<file path="src/rtl/modsched_pkg.sv">
package modsched_pkg;

    localparam int LC_W_DEF    = 64;
    localparam int EC_W_DEF    = 6;
    localparam int RRB_W_DEF   = 7;
    localparam int SLOT_W_DEF  = 2;
    localparam int LEGAL_SLOT  = 2;

    typedef enum logic [2:0] {
        OP_CLOOP = 3'd0,
        OP_CTOP  = 3'd1,
        OP_CEXIT = 3'd2,
        OP_WTOP  = 3'd3,
        OP_WEXIT = 3'd4,
        OP_RSV5  = 3'd5,
        OP_RSV6  = 3'd6,
        OP_RSV7  = 3'd7
    } br_op_e;

    typedef enum logic [2:0] {
        CS_NONE,
        CS_FAULT,
        CS_COUNT,
        CS_CL_ZERO,
        CS_KERNEL,
        CS_DRAIN,
        CS_LAST,
        CS_IDLE
    } lb_case_e;

endpackage

</file>
<file path="src/rtl/lb_classify.sv">
module lb_classify
    import modsched_pkg::*;
#(
    parameter int SLOT_W = SLOT_W_DEF
) (
    input  logic              valid_i,
    input  br_op_e            op_i,
    input  logic [SLOT_W-1:0] slot_i,
    input  logic              qp_i,
    input  logic              lc_zero_i,
    input  logic              ec_gt1_i,
    input  logic              ec_one_i,
    output lb_case_e          case_o
);

    localparam logic [SLOT_W-1:0] SLOT_OK = SLOT_W'(LEGAL_SLOT);

    lb_case_e ec_case;

    always_comb begin
        if (ec_gt1_i)      ec_case = CS_DRAIN;
        else if (ec_one_i) ec_case = CS_LAST;
        else               ec_case = CS_IDLE;
    end

    always_comb begin
        case_o = CS_NONE;
        if (valid_i) begin
            unique case (op_i)
                OP_CLOOP: begin
                    if (slot_i != SLOT_OK) case_o = CS_FAULT;
                    else                   case_o = lc_zero_i ? CS_CL_ZERO : CS_COUNT;
                end
                OP_CTOP, OP_CEXIT: begin
                    if (slot_i != SLOT_OK) case_o = CS_FAULT;
                    else                   case_o = lc_zero_i ? ec_case : CS_COUNT;
                end
                OP_WTOP, OP_WEXIT: begin
                    if (slot_i != SLOT_OK) case_o = CS_FAULT;
                    else                   case_o = qp_i ? CS_KERNEL : ec_case;
                end
                OP_RSV5, OP_RSV6, OP_RSV7: case_o = CS_NONE;
            endcase
        end
    end

endmodule

</file>
<file path="src/rtl/lb_resolve.sv">
module lb_resolve
    import modsched_pkg::*;
(
    input  lb_case_e case_i,
    input  br_op_e   op_i,
    output logic     taken_o,
    output logic     fault_o,
    output logic     lc_we_o,
    output logic     ec_we_o,
    output logic     rrb_we_o,
    output logic     pr_we_o,
    output logic     lc_dec_o,
    output logic     ec_dec_o,
    output logic     rrb_dec_o,
    output logic     pr_val_o
);

    logic is_exit;
    logic is_cloop;
    logic is_counted;

    assign is_exit    = (op_i == OP_CEXIT) || (op_i == OP_WEXIT);
    assign is_cloop   = (op_i == OP_CLOOP);
    assign is_counted = (op_i == OP_CTOP) || (op_i == OP_CEXIT);

    always_comb begin
        taken_o   = 1'b0;
        fault_o   = 1'b0;
        lc_we_o   = 1'b0;
        ec_we_o   = 1'b0;
        rrb_we_o  = 1'b0;
        pr_we_o   = 1'b0;
        lc_dec_o  = 1'b0;
        ec_dec_o  = 1'b0;
        rrb_dec_o = 1'b0;
        pr_val_o  = 1'b0;
        unique case (case_i)
            CS_NONE: ;
            CS_FAULT: fault_o = 1'b1;
            CS_COUNT: begin
                lc_we_o  = 1'b1;
                lc_dec_o = 1'b1;
                if (is_cloop) begin
                    taken_o = 1'b1;
                end else begin
                    ec_we_o   = 1'b1;
                    rrb_we_o  = 1'b1;
                    pr_we_o   = 1'b1;
                    rrb_dec_o = 1'b1;
                    pr_val_o  = 1'b1;
                    taken_o   = !is_exit;
                end
            end
            CS_CL_ZERO: lc_we_o = 1'b1;
            CS_KERNEL: begin
                ec_we_o   = 1'b1;
                rrb_we_o  = 1'b1;
                pr_we_o   = 1'b1;
                rrb_dec_o = 1'b1;
                taken_o   = !is_exit;
            end
            CS_DRAIN: begin
                lc_we_o   = is_counted;
                ec_we_o   = 1'b1;
                rrb_we_o  = 1'b1;
                pr_we_o   = 1'b1;
                ec_dec_o  = 1'b1;
                rrb_dec_o = 1'b1;
                taken_o   = !is_exit;
            end
            CS_LAST: begin
                lc_we_o   = is_counted;
                ec_we_o   = 1'b1;
                rrb_we_o  = 1'b1;
                pr_we_o   = 1'b1;
                ec_dec_o  = 1'b1;
                rrb_dec_o = 1'b1;
                taken_o   = is_exit;
            end
            CS_IDLE: begin
                lc_we_o  = is_counted;
                ec_we_o  = 1'b1;
                rrb_we_o = 1'b1;
                pr_we_o  = 1'b1;
                taken_o  = is_exit;
            end
        endcase
    end

endmodule

</file>
<file path="src/rtl/lb_state.sv">
module lb_state
    import modsched_pkg::*;
#(
    parameter int LC_W  = LC_W_DEF,
    parameter int EC_W  = EC_W_DEF,
    parameter int RRB_W = RRB_W_DEF
) (
    input  logic             clk,
    input  logic             rst,
    input  logic             lc_we_i,
    input  logic             ec_we_i,
    input  logic             rrb_we_i,
    input  logic             pr_we_i,
    input  logic             lc_dec_i,
    input  logic             ec_dec_i,
    input  logic             rrb_dec_i,
    input  logic             pr_val_i,
    input  logic             ld_lc_en_i,
    input  logic [LC_W-1:0]  ld_lc_val_i,
    input  logic             ld_ec_en_i,
    input  logic [EC_W-1:0]  ld_ec_val_i,
    output logic [LC_W-1:0]  lc_q,
    output logic [EC_W-1:0]  ec_q,
    output logic [RRB_W-1:0] rrb_q,
    output logic             pr_q
);

    logic [LC_W-1:0]  lc_d;
    logic [EC_W-1:0]  ec_d;
    logic [RRB_W-1:0] rrb_d;
    logic             pr_d;

    always_comb begin
        lc_d = lc_q;
        if (lc_we_i) begin
            if (lc_dec_i) lc_d = lc_q - LC_W'(1);
        end else if (ld_lc_en_i) begin
            lc_d = ld_lc_val_i;
        end

        ec_d = ec_q;
        if (ec_we_i) begin
            if (ec_dec_i) ec_d = ec_q - EC_W'(1);
        end else if (ld_ec_en_i) begin
            ec_d = ld_ec_val_i;
        end

        rrb_d = rrb_q;
        if (rrb_we_i && rrb_dec_i) rrb_d = rrb_q - RRB_W'(1);

        pr_d = pr_we_i ? pr_val_i : pr_q;
    end

    always_ff @(posedge clk) begin
        if (rst) begin
            lc_q  <= '0;
            ec_q  <= '0;
            rrb_q <= '0;
            pr_q  <= 1'b0;
        end else begin
            lc_q  <= lc_d;
            ec_q  <= ec_d;
            rrb_q <= rrb_d;
            pr_q  <= pr_d;
        end
    end

    AST_RRB_WRAP: assert property (@(posedge clk) disable iff (rst)
        (rrb_we_i && rrb_dec_i && rrb_q == '0) |=> (rrb_q == '1));

    AST_EC_FLOOR: assert property (@(posedge clk) disable iff (rst)
        (ec_we_i && ec_q == '0) |=> (ec_q == '0));

endmodule

</file>
<file path="src/rtl/modsched_loopbr.sv">
module modsched_loopbr
    import modsched_pkg::*;
#(
    parameter int LC_W   = LC_W_DEF,
    parameter int EC_W   = EC_W_DEF,
    parameter int RRB_W  = RRB_W_DEF,
    parameter int SLOT_W = SLOT_W_DEF
) (
    input  logic              clk,
    input  logic              rst,
    input  logic              br_valid,
    input  logic [2:0]        br_op,
    input  logic [SLOT_W-1:0] br_slot,
    input  logic              br_qp,
    input  logic              ld_lc_en,
    input  logic [LC_W-1:0]   ld_lc_val,
    input  logic              ld_ec_en,
    input  logic [EC_W-1:0]   ld_ec_val,
    output logic              br_taken,
    output logic              br_fault,
    output logic              lc_we,
    output logic              ec_we,
    output logic              rrb_we,
    output logic              pr63_we,
    output logic              pr63_wval,
    output logic [LC_W-1:0]   lc_o,
    output logic [EC_W-1:0]   ec_o,
    output logic [RRB_W-1:0]  rrb_o,
    output logic              pr63_o
);

    localparam logic [SLOT_W-1:0] SLOT_OK = SLOT_W'(LEGAL_SLOT);

    br_op_e   op;
    lb_case_e cs;
    logic     lc_dec, ec_dec, rrb_dec;

    assign op = br_op_e'(br_op);

    lb_classify #(.SLOT_W(SLOT_W)) u_classify (
        .valid_i   (br_valid),
        .op_i      (op),
        .slot_i    (br_slot),
        .qp_i      (br_qp),
        .lc_zero_i (lc_o == '0),
        .ec_gt1_i  (ec_o > EC_W'(1)),
        .ec_one_i  (ec_o == EC_W'(1)),
        .case_o    (cs)
    );

    lb_resolve u_resolve (
        .case_i    (cs),
        .op_i      (op),
        .taken_o   (br_taken),
        .fault_o   (br_fault),
        .lc_we_o   (lc_we),
        .ec_we_o   (ec_we),
        .rrb_we_o  (rrb_we),
        .pr_we_o   (pr63_we),
        .lc_dec_o  (lc_dec),
        .ec_dec_o  (ec_dec),
        .rrb_dec_o (rrb_dec),
        .pr_val_o  (pr63_wval)
    );

    lb_state #(.LC_W(LC_W), .EC_W(EC_W), .RRB_W(RRB_W)) u_state (
        .clk         (clk),
        .rst         (rst),
        .lc_we_i     (lc_we),
        .ec_we_i     (ec_we),
        .rrb_we_i    (rrb_we),
        .pr_we_i     (pr63_we),
        .lc_dec_i    (lc_dec),
        .ec_dec_i    (ec_dec),
        .rrb_dec_i   (rrb_dec),
        .pr_val_i    (pr63_wval),
        .ld_lc_en_i  (ld_lc_en),
        .ld_lc_val_i (ld_lc_val),
        .ld_ec_en_i  (ld_ec_en),
        .ld_ec_val_i (ld_ec_val),
        .lc_q        (lc_o),
        .ec_q        (ec_o),
        .rrb_q       (rrb_o),
        .pr_q        (pr63_o)
    );

    AST_FAULT_QUIET: assert property (@(posedge clk) disable iff (rst)
        br_fault |-> (!br_taken && !lc_we && !ec_we && !rrb_we && !pr63_we));

    AST_FAULT_HOLDS: assert property (@(posedge clk) disable iff (rst)
        (br_fault && !ld_lc_en && !ld_ec_en) |=>
            ($stable(lc_o) && $stable(ec_o) && $stable(rrb_o) && $stable(pr63_o)));

    AST_KERNEL_ROTATES: assert property (@(posedge clk) disable iff (rst)
        (br_valid && br_slot == SLOT_OK && br_qp && (op == OP_WTOP || op == OP_WEXIT)) |=>
            (rrb_o == RRB_W'($past(rrb_o) - RRB_W'(1)) && ec_o == $past(ec_o) && !pr63_o));

    AST_LC_FLOOR: assert property (@(posedge clk) disable iff (rst)
        (lc_we && lc_o == '0) |=> (lc_o == '0));

    AST_CLOOP_LC_ONLY: assert property (@(posedge clk) disable iff (rst)
        (br_valid && br_slot == SLOT_OK && op == OP_CLOOP) |-> (!ec_we && !rrb_we && !pr63_we));

endmodule

</file>
<file path="config.mk">
export PLATFORM = sky130hd
export DESIGN_NAME = modsched_loopbr
export DESIGN_NICKNAME = d
export VERILOG_FILES = /design/src/rtl/modsched_pkg.sv /design/src/rtl/lb_classify.sv /design/src/rtl/lb_resolve.sv /design/src/rtl/lb_state.sv /design/src/rtl/modsched_loopbr.sv
export SDC_FILE = /design/constraint.sdc
export NUM_CORES = 1
export LEC_CHECK = 0
export BUFFER_PORTS_ARGS = -buffer_cell sky130_fd_sc_hd__buf_2
export CORE_ASPECT_RATIO = 0.8
export CORE_UTILIZATION = 50
export DETAILED_ROUTE_END_ITERATION = 7
export HOLD_SLACK_MARGIN = 0.12
export MAX_ROUTING_LAYER = met4
export PLACE_DENSITY = 0.78
export SYNTH_ARGS = -nofsm -noshare
export SYNTH_HDL_FRONTEND = slang
export SYNTH_SLANG_ARGS = --single-unit
</file>
<file path="constraint.sdc">
create_clock -name clk -period 5.7 [get_ports clk]
set_input_delay 1.14 -clock clk [delete_from_list [all_inputs] [get_ports clk]]
set_output_delay 1.14 -clock clk [all_outputs]
set_load 0.02 [all_outputs]
</file>
==> summary.txt <==
Outcome
  – Outcome: complete, no violations

Power and ir drop
  – Power share of the clock group: 35.0%
  – Switching pwr: 0.000613 W
  – Reg power frac: 37.2%
  – Final Power: 0.00173 W
  – Pwr Density: 261 nW/um^2
  – Combinational fraction of design power: 27.8%
  – IR drop worst, VDD: 0.000184 V
  – Lkg Pwr: 2.74 nW
  – Pint: 0.00112 W
  – Sw Share: 35.3%

Routing
  – Drt wl/cell: 19.5 um
  – DR vias: 6879
  – Via density: 6.67
  – Residual DRC count: 0
  – ANT nets after route: 0
  – Post-Route WL: 20.1 mm
  – Drt first pass iters: 5
  – DRT iter0 DRCs: 979

Logic synthesis
  – Seq cells post-synth: 78
  – Post-synthesis cell count: 763
  – EDFF count, synth: 0
  – Synth Area in XOR/XNOR: 1.11%
  – Seq/Total Area, Yosys: 28.4%
  – Ys async rst share: 0%
  – Multiplexer share of the synthesized area: 0.364%
  – Main combinational cell family by area after synthesis: compound AO/OA/AOI/OAI gates
  – Syn nets: 848
  – Post-Synth Adder-Cell Area: 0.909%
  – Simple-gate share of the synthesized area: 28.2%
  – Unique masters post-synth: 71
  – Mapped Area: 5500 um^2
  – Synth Area in Compound Gates: 33.9%
  – Yosys warns: 0
  – Ys flop type: dfxtp_1
  – Synth Area per Inst: 7.21 um^2

Clocking
  – Root Driver: clkbuf_16
  – Clk pin slew, worst setup/hold paths: 0.06 ns
  – Clk sinks: 78
  – Num CTS Buffers: 9
  – Resize count post-CTS: 0
  – H-tree level count: 3
  – Worst-Skew Late Latency: 0.35 ns
  – Postcts setup bufs: 0
  – Clock buffer depth: 2
  – CTS tree: built
  – Number of hold buffers added after CTS: 0

Finish
  – Most frequent cells in the layout: buf_2, nor2_1, a21oi_1
  – Area growth from synthesis to layout: 20.4%
  – Antenna diode count: 0
  – Layout Nets: 971
  – Commonest non-fill, non-tap cell in the layout: buf_2
  – Layout cells sized above 1: 24.1%
  – FILL cells: 962
  – Final Core Density: 63.2%

STA
  – Final setup fails: 0
  – Maximum clock rate: 201 MHz
  – Worst setup skew after layout: 0.00668 ns
  – Slew @ Worst Pin: 1.06 ns
  – Period utilization: 87.1%
  – Final WS setup: 0.737 ns
  – Setup TNS: 0 ns
  – Min Tclk post-route: 4.96 ns
  – Final Max Tran Viols: 0
  – RSZ-0062 raised after global routing: false
  – Slew headroom: 29.4%
  – Final Hold Fails: 0

Floorplan
  – Core Rows: 33
  – Boundary pin count: 166
  – Starting Density: 52.5%
  – Die Ht: 95.8 um
  – Die area: 11400 um^2
  – Die width: 119 um
  – Core Region: 10500 um^2

Critical path
  – Slowest stage delay, CP: 0.55 ns
  – Critical Path Sink Type: output port
  – Critical path startpoint category: register
  – CP required: 4.56 ns
  – CP cell instances: inv_1 > ha_1 > or4b_1 > or2_1 > nor4_2 > a2111oi_0 > or3_1 > a32o_1 > a22o_1 > o31a_1 > buf_2
  – Top delay family on crit path: simple AND/OR/NAND/NOR gates
  – Buffers plus inverters on the worst setup path: 2
  – Slowest cell on the critical path: or4b_1
  – Data arrival, critical path: 3.82 ns
  – Peak fanout along the critical path: 8
  – Crit path kind: register to output port

Place
  – Post-DP HPWL: 13.3 mm
  – GP Congestion: 0.957
  – Pre-CTS WS: 1.13 ns
  – IO buf count: 165

Hold path
  – Min-Delay Path Class: register to register

Global routing
  – Largest net degree at the start of global routing: 77
  – First-pass GRT wire length: 31.1 mm
  – Vias in the first global route: 6079
  – Antenna violations before repair: 0
  – Grt ovf: 0
  – Overall Global Routing Usage: 35.2%

Flow run
  – Reported max-cap violation count: 0
==> path summary, 6_finish.rpt <==
path	from	end	slack [ns]	cells past startpoint
max	u_state.lc_q[0]$_SDFFE_PP0P_	br_taken	0.74	11
min	u_state.lc_q[8]$_SDFFE_PP0P_	u_state.lc_q[8]$_SDFFE_PP0P_	0.49	2
max reg2reg	u_state.lc_q[0]$_SDFFE_PP0P_	u_state.lc_q[11]$_SDFFE_PP0P_	1.49	11
min reg2reg	u_state.lc_q[8]$_SDFFE_PP0P_	u_state.lc_q[8]$_SDFFE_PP0P_	0.49	2
==> power groups by stage <==
stage	Combinational (W)	Clock [W]	Sequential [W]
after floorplan	0.000277	0	0.000694
final	0.000482	0.000607	0.000644
after detailed placement	0.000470	0	0.000653
after global placement	0.000465	0	0.000647
after CTS	0.000472	0.000609	0.000641
after global routing	0.000519	0.000629	0.000650
==> state kept, by name, summed over array words and instances, names as in the netlist <==
| name | flops |
|---|---|
| u_state.lc_q | 64 |
| u_state.ec_q | 6 |
| u_state.pr_q | 1 |
| u_state.rrb_q | 7 |
==> cell type report <==
type | instances | area, um^2 | area share, %
Clock buffer | 13 | 260 | 3.93
Sequential cell | 78 | 1560 | 23.6
Inverter | 27 | 101 | 1.53
Tap cell | 140 | 175 | 2.64
Timing Repair Buffer | 177 | 916 | 13.8
Clock inverter | 3 | 42.5 | 0.642
Multi-Input combinational cell | 593 | 3570 | 53.9
==> metal layers <==
metal	wire [um]	global-route usage, %	up-vias
met4	210	9.90	0
li1	-	-	3151
met5	0	-	-
met3	2480	8.83	25
met2	8790	53.4	475
met1	8640	46.4	3228
==> cells by family (layout without fill, tap and decap cells) <==
kind of cell / Yosys count / in the layout
flip-flops: 78 / 78
multiplexers: 2 / 2
AO/OA/AOI/OAI: 267 / 267
XOR/XNOR: 7 / 7
AND/OR/NAND/NOR: 313 / 313
adder cells (fa/ha/maj): 4 / 4
buffers and inverters: 92 / 220
==> metrics by stage <==
step	cells	instance area [um^2]	hold WS, ns
floorplan	763	5500	0.550
global placement	1015	6320	0.461
detailed placement	1015	6320	0.481
CTS	1031	6630	0.490
global route	1031	6630	0.515
finish	1031	6630	0.492
==> worst min-delay path, delay by kind of cell, from the launching register on <==
| kind | cells | cell delay [ns] |
|---|---|---|
| AO/OA/AOI/OAI | 1 | 0.07 |
| flip-flops | 1 | 0.32 |
| AND/OR/NAND/NOR | 1 | 0.06 |
==> synthesized netlist by cell type, types with 3 or more instances <==
cell type  instances  area [um^2]
a32o_1            18          180
clkbuf_1          40          150
nand2_1           64          240
o32ai_2            4         65.1
and3_1             7         43.8
inv_1             26         97.6
a21oi_1           95          475
xnor2_1            7         61.3
a22oi_1           16          120
and2_1             4         25.0
o32ai_1           33          289
o22ai_1           25          156
or4_1              3         22.5
buf_4              7         52.6
or3_1             12         75.1
buf_2             11         55.1
nor3b_1            3         22.5
o221a_1            3         33.8
nand3_1           15         75.1
a31oi_1            9         56.3
or4_4              3         33.8
o21ai_0           20          100
nand4_1            4         25.0
o21ai_1            5         25.0
a221oi_1           8         70.1
a211oi_1           4         30.0
dfxtp_1           78         1560
ha_1               4         50.1
nor2_1           106          398
and4b_1            3         30.0
buf_1              6         22.5
nor4_1            31          194
nor3_1            40          200
(Power assumes the default switching activity.)
